## config.mk

```make
export PLATFORM = sky130hd
export DESIGN_NAME = vtev_status
export DESIGN_NICKNAME = d
export VERILOG_FILES = /design/src/rtl/vtev_pkg.sv /design/src/rtl/vtev_sticky_flag.sv /design/src/rtl/vtev_raster_counter.sv /design/src/rtl/vtev_irq_reg.sv /design/src/rtl/vtev_status.sv
export SDC_FILE = /design/constraint.sdc
export NUM_CORES = 1
export LEC_CHECK = 0
export ABC_AREA = 1
export BUFFER_PORTS_ARGS = -buffer_cell sky130_fd_sc_hd__buf_4
export CAP_MARGIN = 25
export CORE_MARGIN = 2
export CORE_UTILIZATION = 53
export CTS_CLUSTER_DIAMETER = 50
export DETAILED_ROUTE_END_ITERATION = 7
export HOLD_SLACK_MARGIN = 0.15
export PLACE_DENSITY = 0.9
export SLEW_MARGIN = 40
export SYNTH_ARGS = -nofsm -noshare
export SYNTH_HDL_FRONTEND = slang
export SYNTH_SLANG_ARGS = --single-unit
```

## constraint.sdc

```tcl
create_clock -name clk -period 4.9 [get_ports clk]
set_clock_uncertainty 0.15 [all_clocks]
set_input_delay 0.735 -clock clk [delete_from_list [all_inputs] [get_ports clk]]
set_output_delay 0.735 -clock clk [all_outputs]
set_load 0.05 [all_outputs]
```

## src/rtl/vtev_pkg.sv

```systemverilog
package vtev_pkg;
  localparam int NFLAG  = 3;
  localparam int FL_HB  = 0;
  localparam int FL_RAS = 1;
  localparam int FL_VB  = 2;

  // status-word bit position of each flag
  function automatic int flag_pos(input int idx);
    case (idx)
      FL_HB:   return 8;
      FL_RAS:  return 9;
      default: return 11;
    endcase
  endfunction

  typedef enum logic [1:0] {
    RS_ARMED = 2'd0,
    RS_COUNT = 2'd1,
    RS_DONE  = 2'd2
  } ras_st_e;
endpackage

```

## src/rtl/vtev_sticky_flag.sv

```systemverilog
module vtev_sticky_flag (
  input  logic clk,
  input  logic rst,
  input  logic set_i,
  input  logic clr_i,
  output logic flag_o
);
  always_ff @(posedge clk) begin
    if (rst)        flag_o <= 1'b0;
    else if (clr_i) flag_o <= 1'b0;
    else if (set_i) flag_o <= 1'b1;
  end

  a_r8_clear_wins: assert property (@(posedge clk) disable iff (rst)
    clr_i |=> !flag_o);
  a_r3_set_visible: assert property (@(posedge clk) disable iff (rst)
    (set_i && !clr_i) |=> flag_o);
  a_r3_hold: assert property (@(posedge clk) disable iff (rst)
    (!set_i && !clr_i) |=> $stable(flag_o));
endmodule

```

## src/rtl/vtev_raster_counter.sv

```systemverilog
module vtev_raster_counter
  import vtev_pkg::*;
#(
  parameter int LINE_W = 8
) (
  input  logic              clk,
  input  logic              rst,
  input  logic              clr_i,
  input  logic              disp_start_i,
  input  logic              strobe_i,
  input  logic [LINE_W-1:0] ofs_i,
  output logic              hit_o
);
  localparam int CW = LINE_W + 1;

  ras_st_e           st_q, st_n;
  logic [LINE_W-1:0] cnt_q, cnt_n;
  logic [CW-1:0]     cnt_inc;

  assign cnt_inc = {1'b0, cnt_q} + CW'(1);

  always_comb begin
    st_n  = st_q;
    cnt_n = cnt_q;
    hit_o = 1'b0;
    if (clr_i) begin
      st_n  = RS_ARMED;
      cnt_n = '0;
    end else begin
      case (st_q)
        RS_ARMED, RS_COUNT: begin
          if (disp_start_i) begin
            cnt_n = '0;
            if (ofs_i == '0) begin
              hit_o = 1'b1;
              st_n  = RS_DONE;
            end else begin
              st_n = RS_COUNT;
            end
          end else if (st_q == RS_COUNT && strobe_i) begin
            if (cnt_inc >= {1'b0, ofs_i}) begin
              hit_o = 1'b1;
              st_n  = RS_DONE;
            end else begin
              cnt_n = cnt_inc[LINE_W-1:0];
            end
          end
        end
        default: ;  // saturated until cleared
      endcase
    end
  end

  always_ff @(posedge clk) begin
    if (rst) begin
      st_q  <= RS_ARMED;
      cnt_q <= '0;
    end else begin
      st_q  <= st_n;
      cnt_q <= cnt_n;
    end
  end

  a_r6_saturated_holds: assert property (@(posedge clk) disable iff (rst)
    (st_q == RS_DONE && !clr_i) |=> (st_q == RS_DONE));
  a_r5_armed_ignores_lines: assert property (@(posedge clk) disable iff (rst)
    (st_q == RS_ARMED && !disp_start_i) |-> !hit_o);
  a_r7_clear_rearms: assert property (@(posedge clk) disable iff (rst)
    clr_i |=> (st_q == RS_ARMED));
endmodule

```

## src/rtl/vtev_irq_reg.sv

```systemverilog
module vtev_irq_reg #(
  parameter int N = 3
) (
  input  logic         clk,
  input  logic         rst,
  input  logic [N-1:0] flags_i,
  input  logic [N-1:0] en_i,
  output logic         irq_o
);
  always_ff @(posedge clk) begin
    if (rst) irq_o <= 1'b0;
    else     irq_o <= |(flags_i & en_i);
  end
endmodule

```

## src/rtl/vtev_status.sv

```systemverilog
module vtev_status
  import vtev_pkg::*;
#(
  parameter int LINE_W = 8,
  parameter int STAT_W = 16
) (
  input  logic              clk,
  input  logic              rst,
  input  logic              vblank_pulse,
  input  logic              hblank_pulse,
  input  logic              disp_start_pulse,
  input  logic              line_strobe,
  input  logic [LINE_W-1:0] raster_ofs,
  input  logic              disp_reset,
  input  logic              clr_vb,
  input  logic              clr_ras,
  input  logic              clr_hb,
  input  logic [NFLAG-1:0]  irq_en,
  output logic [STAT_W-1:0] status_word,
  output logic              irq
);
  logic [NFLAG-1:0] set_v, clr_v, flag_q;
  logic             ras_hit;

  assign clr_v[FL_HB]  = disp_reset | clr_hb;
  assign clr_v[FL_RAS] = disp_reset | clr_ras;
  assign clr_v[FL_VB]  = disp_reset | clr_vb;
  assign set_v[FL_HB]  = hblank_pulse;
  assign set_v[FL_RAS] = ras_hit;
  assign set_v[FL_VB]  = vblank_pulse;

  vtev_raster_counter #(.LINE_W(LINE_W)) ras_i (
    .clk(clk), .rst(rst), .clr_i(clr_v[FL_RAS]),
    .disp_start_i(disp_start_pulse), .strobe_i(line_strobe),
    .ofs_i(raster_ofs), .hit_o(ras_hit)
  );

  for (genvar g = 0; g < NFLAG; g++) begin : g_flag
    vtev_sticky_flag flag_i (
      .clk(clk), .rst(rst), .set_i(set_v[g]), .clr_i(clr_v[g]),
      .flag_o(flag_q[g])
    );
  end

  always_comb begin
    status_word = '0;
    for (int i = 0; i < NFLAG; i++) status_word[flag_pos(i)] = flag_q[i];
  end

  vtev_irq_reg #(.N(NFLAG)) irq_i (
    .clk(clk), .rst(rst), .flags_i(flag_q), .en_i(irq_en), .irq_o(irq)
  );

  a_r10_irq_needs_flag: assert property (@(posedge clk) disable iff (rst)
    irq |-> $past(status_word != '0));
  a_r7_global_clear: assert property (@(posedge clk) disable iff (rst)
    disp_reset |=> (status_word == '0));
endmodule

```

# ---- After elaboration in Yosys (flattened, before gate mapping)
# Index checks and enable logic that the tools add are counted.
dict set report totals {
  out_inout_bits 17
  elab_cells 39
  in_bits 21
  ff_bits 14
}
dict set report op_classes {
  n_eq_ne 2
  add_sub_neg 1
  muxes 13
  magnitude_cmp 1
  bitwise_logic 4
  n_reduce_logical 12
}
# operator count
set op_table {}
lappend op_table {{two-way mux 8 bit} 3}
lappend op_table {{adder 8 x 1 -> 9 bit, second input constant} 1}
lappend op_table {{greater-or-equal comparator 9 x 8 -> 1 bit} 1}
lappend op_table {{zero test 8 bit} 1}
lappend op_table {{two-way mux 2 bit} 4}
lappend op_table {{OR reduction 2 bit} 4}
lappend op_table {{two-way mux 1 bit} 6}
lappend op_table {{AND reduction 3 bit} 2}
lappend op_table {{nonzero test 2 bit} 2}
lappend op_table {{AND 3 bit} 1}
lappend op_table {{OR 1 bit} 3}
lappend op_table {{OR reduction 3 bit} 1}
lappend op_table {{== test 2 x 1 -> 1 bit, second input constant} 1}
lappend op_table {{zero test 2 bit} 1}
lappend op_table {{inequality test 2 bit, second input constant} 1}
lappend op_table {{logical AND 1 bit} 1}

# ---- Depth between registers and ports, before layout
# Gate-level depths: netlist of the first run.
dict set report logic_depth {
  word_depth 7
  mapped_depth 18
  ltp_nobuf 18
}

# ---- Cells and area by module
# A second synthesis of the first run with hierarchy kept.
dict set report hier_totals {
  cells_unflattened 174
  hier_area_um2 1136.1
}
# module n_inst area_per_inst_um2 seq_area_each_um2 cells_per_inst
set modules_own_cells {}
lappend modules_own_cells {vtev_raster_counter 1 842.1 200.2 127}
lappend modules_own_cells {vtev_status 1 130.1 0.0 21}
lappend modules_own_cells {vtev_sticky_flag 3 38.8 20.0 6}
lappend modules_own_cells {vtev_irq_reg 1 47.5 20.0 8}

# ---- Worst setup path before layout of the first run
# No wires, ideal clock.
dict set report synth_path {
  kind {register -> register}
  from {register ras_i.cnt_q[0]}
  to {register ras_i.cnt_q[1]}
  path_stages_with_launch 17
  slack_ns 2.684
  setup_ns 0.070
  t_required_ns 4.680
  arrival_time_ns 1.996
  path_buffers 0
  period_less_slack_ns 2.216
  path_cell_list {dfxtp_1 ha_1 nand2_2 nor2_4 xor2_1 ha_1 nand2_1 inv_1 nand2_1 nand3_1 nand2_1 nand2_1 nand2_2 nand3_4 nor2_4 nand2_1 a21oi_1}
}
dict set report synth_between {
  elab_chain_len 4
  elab_cells_between_ends 7
  cone_classes {add/sub (1); order compare (1); eq/ne (1); mux (3); reduce/logical (1)}
}
# element line
set synth_rtl {}
lappend synth_rtl {{start, declared} vtev_raster_counter.sv:17} ;# logic [LINE_W-1:0] cnt_q, cnt_n;
lappend synth_rtl {{start signal, assigned} vtev_raster_counter.sv:60} ;# cnt_q <= cnt_n;
lappend synth_rtl {{adder 8 x 1 -> 9 bit *} vtev_raster_counter.sv:20} ;# assign cnt_inc = {1'b0, cnt_q} + CW'(1);
lappend synth_rtl {{greater-or-equal comparator 9 x 8 -> 1 bit / two-way mux 8 bit (equally long branches)} vtev_raster_counter.sv:41} ;# if (cnt_inc >= {1'b0, ofs_i}) begin
lappend synth_rtl {{inequality test 2 bit (no source line) / two-way mux 8 bit (equally long branches)} -}
lappend synth_rtl {{AND reduction 3 bit (no source line) / two-way mux 8 bit (equally long branches)} -}
# Mark *: on every way between the ends. The rest lies on a longest branch, timed or not. The select of a mux whose other input is x is not followed.
# A chain may end at the register's enable or synchronous reset.

# ---- Worst setup path in the final report of the first run
dict set report layout_path {
  from {register ras_i.cnt_q[0]}
  to {register ras_i.cnt_q[3]}
}
# Same word-level chain as after synthesis.

==> results.rst, run 1 <==
.. list-table::
   :header-rows: 1

   * - Metric
     - Value
   * - Final Hold Viols
     - 0
   * - Placed Cells incl. Taps
     - 197
   * - Critical path's largest stage delay
     - 0.38 ns
   * - Kind of cell adding the most delay to the critical path
     - simple AND/OR/NAND/NOR gates
   * - Total gr overflow
     - 0
   * - Largest voltage drop on the vdd net
     - 0.000204 V
   * - Run status
     - finished clean
   * - Number of max-cap violations
     - 0
   * - Post-DRT Antenna Nets
     - 0
   * - Synth Register Bits
     - 14
   * - Startpoint-to-endpoint class of the critical path
     - reg -> reg
   * - Count of H-tree levels built during CTS
     - 1
   * - Mapped Area
     - 1080 µm²
   * - Final Max Tran Viols
     - 0
   * - Post-synthesis to final-layout area growth
     - 14.9%
   * - Worst-path clk slew
     - 0.07 ns
   * - Number of remaining DRC errors
     - 0
   * - Worst EP required
     - 4.96 ns
   * - Die Ht
     - 49.2 µm
   * - Most Frequent Cell on Critical Path
     - nand2_1
   * - Setup repair after global routing missed its margin
     - no
   * - Layout cell share with drive strength beyond 1
     - 28.9%
   * - IO Port Bufs
     - 24
   * - Clock Latency Late Sink
     - 0.28 ns
   * - Sequential area share after synthesis
     - 25.9%
   * - Power per Cell Area
     - 186 nW/µm²
   * - Largest family of logic cells by synthesized area
     - simple AND/OR/NAND/NOR gates
   * - Per-cell routed wire length
     - 10.2 µm
   * - Placement Rows
     - 16
   * - Most used flip-flop cell after synthesis
     - dfxtp_1
   * - Number of instances in the synthesized netlist
     - 150
   * - CTS sink count
     - 14
   * - DRT Wirelength
     - 2.03 mm
   * - Num CTS Buffers
     - 3
   * - Total vias in the final route
     - 951
   * - Fraction of the mapped netlist area in compound gates
     - 8.89%
   * - Synthesized area divided by synthesized cell count
     - 7.22 µm²
   * - Kind of launch point of the worst setup path
     - flip-flop
   * - Iter 0 DRT Violations
     - 19
   * - Adder and majority cell fraction of the synthesized area
     - 10.4%
   * - Fraction of synthesized area in multiplexers
     - 0%
   * - XOR/XNOR Fraction of Synth Area
     - 4.04%
   * - Number of enable-type register cells in the synthesized netlist
     - 0
   * - Half-perimeter wire length after placement
     - 1.78 mm
   * - Buffer cell driving the clock tree root
     - clkbuf_4
   * - TritonCTS clock tree
     - built
   * - Vias in the first global route
     - 905
   * - Post-Route Setup TNS
     - 0 ns
   * - Core region area
     - 1940 µm²
   * - Minimum clock period
     - 2.48 ns
   * - Global-route wire length before repair
     - 3.55 mm
   * - Count of pins on the block boundary
     - 38
   * - Number of endpoints failing setup at the final stage
     - 0
   * - Antenna violations before repair
     - 0
   * - Drt via density
     - 4.76
   * - Leak Pwr
     - 0.621 nW
   * - Cell variety after synth
     - 23
   * - CTS resizes
     - 0
   * - # hold bufs at CTS
     - 0
   * - Critical path peak fanout
     - 10
   * - Horizontal extent of the die
     - 49.2 µm
   * - Pin count of the biggest net entering global routing
     - 11
   * - Leading cell type in the layout, fill and taps excluded
     - nand2_1
   * - Critical Path AT
     - 2.54 ns
   * - Simple-gate share of the synthesized area
     - 30.6%
   * - Kind of end point of the critical path
     - flip-flop
   * - Antenna fix cells
     - 0
   * - Worst-margin pin slew
     - 0.504 ns
   * - Count of buffering cells on the critical path with inverters included
     - 1
   * - Peak clock frequency supported by timing
     - 404 MHz
   * - Ratio of final minimum period to clock period
     - 50.6%
   * - Slowest cell on crit path
     - dfxtp_1
   * - Worst-path cell chain
     - ha_1 -> nand2_2 -> nor2_4 -> xor2_1 -> ha_1 -> nand2_1 -> inv_1 -> nand2_1 -> nand3_1 -> nand2_1 -> nand2_1 -> nand2_2 -> nand3_4 -> nor2_4 -> nand2_1 -> a21oi_1
   * - Setup repair bufs after CTS
     - 0
   * - Area of the die
     - 2420 µm²
   * - Gpl congestion
     - 0.793
   * - Warnings from Yosys
     - 0
   * - Final Non-Filler Cells
     - 200
   * - Largest buffer count on any clock path
     - 2
   * - Number of search-and-repair iterations in the first detailed-routing pass
     - 4
   * - Hold Path Class
     - reg -> reg
   * - Overall Global Routing Usage
     - 18.7%
   * - Max-Slew Margin vs Limit
     - 66.1%
   * - Starting density of the core
     - 55.8%
   * - Commonest cells after routing, fill and taps aside
     - 30 x nand2_1, 24 x buf_4, 14 x dfxtp_1
   * - Number of nets in the layout
     - 205
   * - Asr flop ratio synth
     - 0%
stage by stage:
stage / area [µm²] / hold WS [ns] / total power [mW] / util [%] / setup WS, ns
after floorplan: 1130 / 0.304 / 0.164 / - / 2.68
after global placement: 1220 / 0.321 / 0.171 / 63.0 / 2.54
after detailed placement: 1220 / 0.331 / 0.172 / 63.0 / 2.42
after CTS: 1240 / 0.341 / 0.234 / 64.1 / 2.40
after global routing: 1240 / 0.388 / 0.244 / 64.1 / 2.15
final: 1240 / 0.340 / 0.232 / 64.1 / 2.42
area by class of cell:
class	instances	area (µm²)
clock buffer	3	22.5
fill	176	697
inverter	24	95.1
multi-input combinational	108	633
sequential	14	280
tap	27	33.8
timing repair buffer	24	180
path summary, 6_finish.rpt:
| path | startpoint | endpoint | slack, ns | depth (start not counted) |
|---|---|---|---|---|
| min reg2reg | g_flag[1].flag_i.flag_o$_SDFFE_PP0P_ | g_flag[1].flag_i.flag_o$_SDFFE_PP0P_ | 0.34 | 2 |
| min | g_flag[1].flag_i.flag_o$_SDFFE_PP0P_ | g_flag[1].flag_i.flag_o$_SDFFE_PP0P_ | 0.34 | 2 |
| max | ras_i.cnt_q[0]$_SDFFE_PP0P_ | ras_i.cnt_q[3]$_SDFFE_PP0P_ | 2.42 | 16 |
| max reg2reg | ras_i.cnt_q[0]$_SDFFE_PP0P_ | ras_i.cnt_q[3]$_SDFFE_PP0P_ | 2.42 | 16 |
per-layer routing:
layer  routed length [µm]  track usage [%]  share of wire (%)  up-vias
li1                     -                -                  -      490
met1                  788             20.1                 39      421
met2                 1060             35.1                 52       36
met3                  137             2.45                6.7        4
met4                   44             9.05                2.2        0
met5                    0                0                  0        -
where the power goes:
group          switching, mW  total (mW)  leakage (nW)  internal, mW
clock network         0.0336      0.0621        0.0138        0.0285
registers           0.000685       0.115         0.113         0.115
logic                 0.0383      0.0543         0.494        0.0160
total                 0.0726       0.232         0.621         0.159
synthesized netlist by cell type, drive strengths merged, types with 2 or more instances:
cell type,n,area share [%]
buf,16,11
o21ai,2,0.92
xor2,5,4.0
nand3,15,9.2
a21oi,11,6.5
inv,23,8.0
nor2,14,6.9
dfxtp,14,26
nand2,34,13
ha,9,10
worst reg2reg max path: stages (launching register included):
cell and delay (ns):
dfxtp_1 0.38, ha_1 0.20, nand2_2 0.08, nor2_4 0.13, xor2_1 0.22, ha_1 0.28
nand2_1 0.09, inv_1 0.04, nand2_1 0.06, nand3_1 0.07, nand2_1 0.06, nand2_1 0.06
nand2_2 0.09, nand3_4 0.13, nor2_4 0.18, nand2_1 0.08, a21oi_1 0.12
kinds of logic after synthesis:
kind of cell,after synthesis
other cells,1
buf+inv,40
simple gates,66
compound gates,15
xor+xnor,5
flops,14
fa+ha+maj,9
sequential cells by signal, summed over array words and instances (netlist names):
signal / cells
irq_i.irq_o: 1
ras_i.st_q: 2
g_flag.flag_i.flag_o: 3
ras_i.cnt_q: 8
Power figures use the tool's default switching activity.
==> run 2: changes to the inputs <==
--- a/config.mk
+++ b/config.mk
@@ -9,11 +9,11 @@
 export BUFFER_PORTS_ARGS = -buffer_cell sky130_fd_sc_hd__buf_4
 export CAP_MARGIN = 25
 export CORE_MARGIN = 2
-export CORE_UTILIZATION = 53
+export CORE_UTILIZATION = 49
 export CTS_CLUSTER_DIAMETER = 50
 export DETAILED_ROUTE_END_ITERATION = 7
 export HOLD_SLACK_MARGIN = 0.15
-export PLACE_DENSITY = 0.9
+export PLACE_DENSITY = 0.85
 export SLEW_MARGIN = 40
 export SYNTH_ARGS = -nofsm -noshare
 export SYNTH_HDL_FRONTEND = slang
==> constraint.sdc (replaced) <==
create_clock -name clk -period 2.6 [get_ports clk]
set_clock_uncertainty 0.15 [all_clocks]
set_input_delay 0.39 -clock clk [delete_from_list [all_inputs] [get_ports clk]]
set_output_delay 0.39 -clock clk [all_outputs]
set_load 0.05 [all_outputs]
==> run 2 against run 1 <==
  * Register-to-register slack worse by 2.2 ns
  * First-iteration DRC count up 37%
  * Clock-buffer cell count up 1
  * Clock power rose to 2.5 times the previous value
  * Combinational power up 93%
  * Largest cell class unchanged
==> results.rst, run 2 (synthesized netlist as in run 1, its figures left out) <==
.. list-table::
   :header-rows: 1

   * - Metric
     - Value
   * - Number of remaining DRC errors
     - 0 (unchanged)
   * - Count of H-tree levels built during CTS
     - 1 (unchanged)
   * - Largest regs
     - ras_i.cnt_q x8, g_flag.flag_i.flag_o x3, ras_i.st_q x2 (unchanged)
   * - Hold Path Class
     - in -> reg (was reg -> reg)
   * - Pin count of the biggest net entering global routing
     - 11 (unchanged)
   * - Minimum clock period
     - 2.42 ns (was 2.48 ns)
   * - Clock Latency Late Sink
     - 0.28 ns (about the same)
   * - Number of search-and-repair iterations in the first detailed-routing pass
     - 4 (unchanged)
   * - Peak clock frequency supported by timing
     - 413 MHz (was 404 MHz)
   * - Vias in the first global route
     - 871 (was 905)
   * - Antenna violations before repair
     - 0 (unchanged)
   * - Summed area of non-filler cells in the final layout
     - 1320 µm² (was 1240 µm²)
   * - Post-layout utilization of the core
     - 61.2% (was 64.1%)
   * - Overall Global Routing Usage
     - 17.0% (was 18.7%)
   * - Power, Total
     - 0.478 mW (was 0.232 mW)
   * - Number of endpoints failing setup at the final stage
     - 0 (unchanged)
   * - Placed inst area
     - 1220 µm² (about the same)
   * - Layout cell share with drive strength beyond 1
     - 32.4% (was 28.9%)
   * - Gpl congestion
     - 0.834 (was 0.793)
   * - Slowest cell on crit path
     - dfxtp_2 (was dfxtp_1)
   * - Drt via density
     - 4.70 (was 4.76)
   * - Run status
     - finished clean (unchanged)
   * - IO Port Bufs
     - 24 (unchanged)
   * - Largest voltage drop on the vdd net
     - 0.000309 V (was 0.000204 V)
   * - Largest register FFs
     - 8 (unchanged)
   * - Placement Rows
     - 17 (was 16)
   * - Die Ht
     - 51.0 µm (was 49.2 µm)
   * - Leak Pwr
     - 0.647 nW (was 0.621 nW)
   * - Num CTS Buffers
     - 3 (unchanged)
   * - Register bank with the most flops
     - ras_i.cnt_q (unchanged)
   * - Kind of end point of the critical path
     - flip-flop (unchanged)
   * - Iter 0 DRT Violations
     - 26 (was 19)
   * - Critical Path AT
     - 2.45 ns (was 2.54 ns)
   * - Core region area
     - 2150 µm² (was 1940 µm²)
   * - Commonest cells after routing, fill and taps aside
     - 30 x nand2_1, 27 x buf_4, 13 x inv_1, 13 x nand3_1, 13 x conb_1 (was 30 x nand2_1, 24 x buf_4, 14 x dfxtp_1)
   * - Final Non-Filler Cells
     - 207 (was 200)
   * - Starting density of the core
     - 50.4% (was 55.8%)
   * - Global-route wire length before repair
     - 3.41 mm (was 3.55 mm)
   * - Post-DRT Antenna Nets
     - 0 (unchanged)
   * - Horizontal extent of the die
     - 51.0 µm (was 49.2 µm)
   * - Critical path peak fanout
     - 6 (was 10)
   * - TritonCTS clock tree
     - built (unchanged)
   * - Per-cell routed wire length
     - 10.0 µm (was 10.2 µm)
   * - Startpoint-to-endpoint class of the critical path
     - reg -> reg (unchanged)
   * - CTS sink count
     - 14 (unchanged)
   * - Worst-path clk slew
     - 0.08 ns (was 0.07 ns)
   * - Power per Cell Area
     - 364 nW/µm² (was 186 nW/µm²)
   * - Number of max-cap violations
     - 0 (unchanged)
   * - Count of pins on the block boundary
     - 38 (unchanged)
   * - Critical path's largest stage delay
     - 0.37 ns (was 0.38 ns)
   * - Buffer cell driving the clock tree root
     - clkbuf_4 (unchanged)
   * - Worst-path cell chain
     - ha_2 -> nand2_2 -> nor2_4 -> nand3_4 -> xor2_1 -> ha_1 -> a21oi_1 -> nand2_1 -> nand2_2 -> nand3_4 -> buf_4 -> a22oi_1 -> nor2_1 (was ha_1 -> nand2_2 -> nor2_4 -> xor2_1 -> ha_1 -> nand2_1 -> inv_1 -> nand2_1 -> nand3_1 -> nand2_1 -> nand2_1 -> nand2_2 -> nand3_4 -> nor2_4 -> nand2_1 -> a21oi_1)
   * - Ratio of final minimum period to clock period
     - 93.2% (was 50.6%)
   * - Worst EP required
     - 2.63 ns (was 4.96 ns)
   * - Final Hold Viols
     - 0 (unchanged)
   * - Final Max Tran Viols
     - 0 (unchanged)
   * - Number of nets in the layout
     - 210 (was 205)
   * - DRT Wirelength
     - 2.08 mm (was 2.03 mm)
   * - Post-synthesis to final-layout area growth
     - 21.4% (was 14.9%)
   * - Antenna fix cells
     - 0 (unchanged)
   * - Half-perimeter wire length after placement
     - 1.68 mm (was 1.78 mm)
   * - Leading cell type in the layout, fill and taps excluded
     - nand2_1 (unchanged)
   * - Placed Cells incl. Taps
     - 198 (was 197)
   * - Fillcell total
     - 198 (was 176)
   * - Total gr overflow
     - 0 (unchanged)
   * - Area of the die
     - 2600 µm² (was 2420 µm²)
   * - Largest buffer count on any clock path
     - 2 (unchanged)
   * - Total vias in the final route
     - 972 (was 951)
   * - Kind of launch point of the worst setup path
     - flip-flop (unchanged)
-- run 2: cell count changes in the layout (fill, tap and decap cells not counted) --
cell,previous run,this run
dfxtp_2,0,2
ha_1,9,8
dlygate4sd3_1,0,2
clkbuf_8,0,1
buf_4,24,27
dfxtp_1,14,12
ha_2,0,1
xor2_2,0,1
xor2_1,5,4
-- run 2: worst paths after layout --
kind / startpoint / end / slack (ns) / cells after the start
worst max-delay path: ras_i.cnt_q[0]$_SDFFE_PP0P_ / ras_i.cnt_q[0]$_SDFFE_PP0P_ / 0.18 / 13
worst min-delay path: rst / irq_i.irq_o$_SDFF_PP0_ / 0.20 / 3
worst max register to register: ras_i.cnt_q[0]$_SDFFE_PP0P_ / ras_i.cnt_q[0]$_SDFFE_PP0P_ / 0.18 / 13
worst min register to register: g_flag[1].flag_i.flag_o$_SDFFE_PP0P_ / g_flag[1].flag_i.flag_o$_SDFFE_PP0P_ / 0.34 / 2
-- run 2: critical path, delay by kind of cell (launching register included) --
| kind | cells | cell delay [ns] |
|---|---|---|
| buffers and inverters | 1 | 0.17 |
| flip-flops | 1 | 0.37 |
| AND/OR/NAND/NOR | 7 | 0.66 |
| XOR/XNOR | 1 | 0.21 |
| adder cells (fa/ha/maj) | 2 | 0.48 |
| AO/OA/AOI/OAI | 2 | 0.29 |
-- run 2: layout make-up --
type | instances | area [µm²] | share of cell area (%)
tap | 28 | 35.0 | 2.66
sequential | 14 | 283 | 21.5
multi-input combinational | 108 | 643 | 48.9
timing repair buffer | 29 | 223 | 16.9
clock buffer | 4 | 36.3 | 2.76
inverter | 24 | 95.1 | 7.23
-- run 2: report_power, final --
part	switching [mW]	leakage [nW]	internal, mW
clock network	0.0703	0.0210	0.0853
logic	0.0727	0.512	0.0327
registers	0.00130	0.114	0.216
-- run 2: layer usage --
layer | vias to the layer above | wire (µm) | GRT usage [%]
met3 | 5 | 113 | 3.51
li1 | 506 | - | -
met4 | 0 | 31 | 5.41
met1 | 425 | 881 | 20.4
met5 | - | 0 | 0
met2 | 36 | 1060 | 29.9
-- run 2: repair_timing --
action	4_1_cts	5_1_grt
endpoints found under the hold margin	2	0
gates resized for setup	0	4
buffers inserted	0	3
hold buffers	2	0
endpoints found under the setup margin	0	11
-- run 2: through the flow --
stage	TNS [ns]	worst slack (ns)	hold slack, ns
6_report	0	0.177	0.196
5_1_grt	-0.00212	-0.00212	0.192
4_1_cts	0	0.0730	0.191
3_5_place_dp	0	0.0960	0.324
3_3_place_gp	0	0.241	0.321
2_1_floorplan	0	0.384	0.304
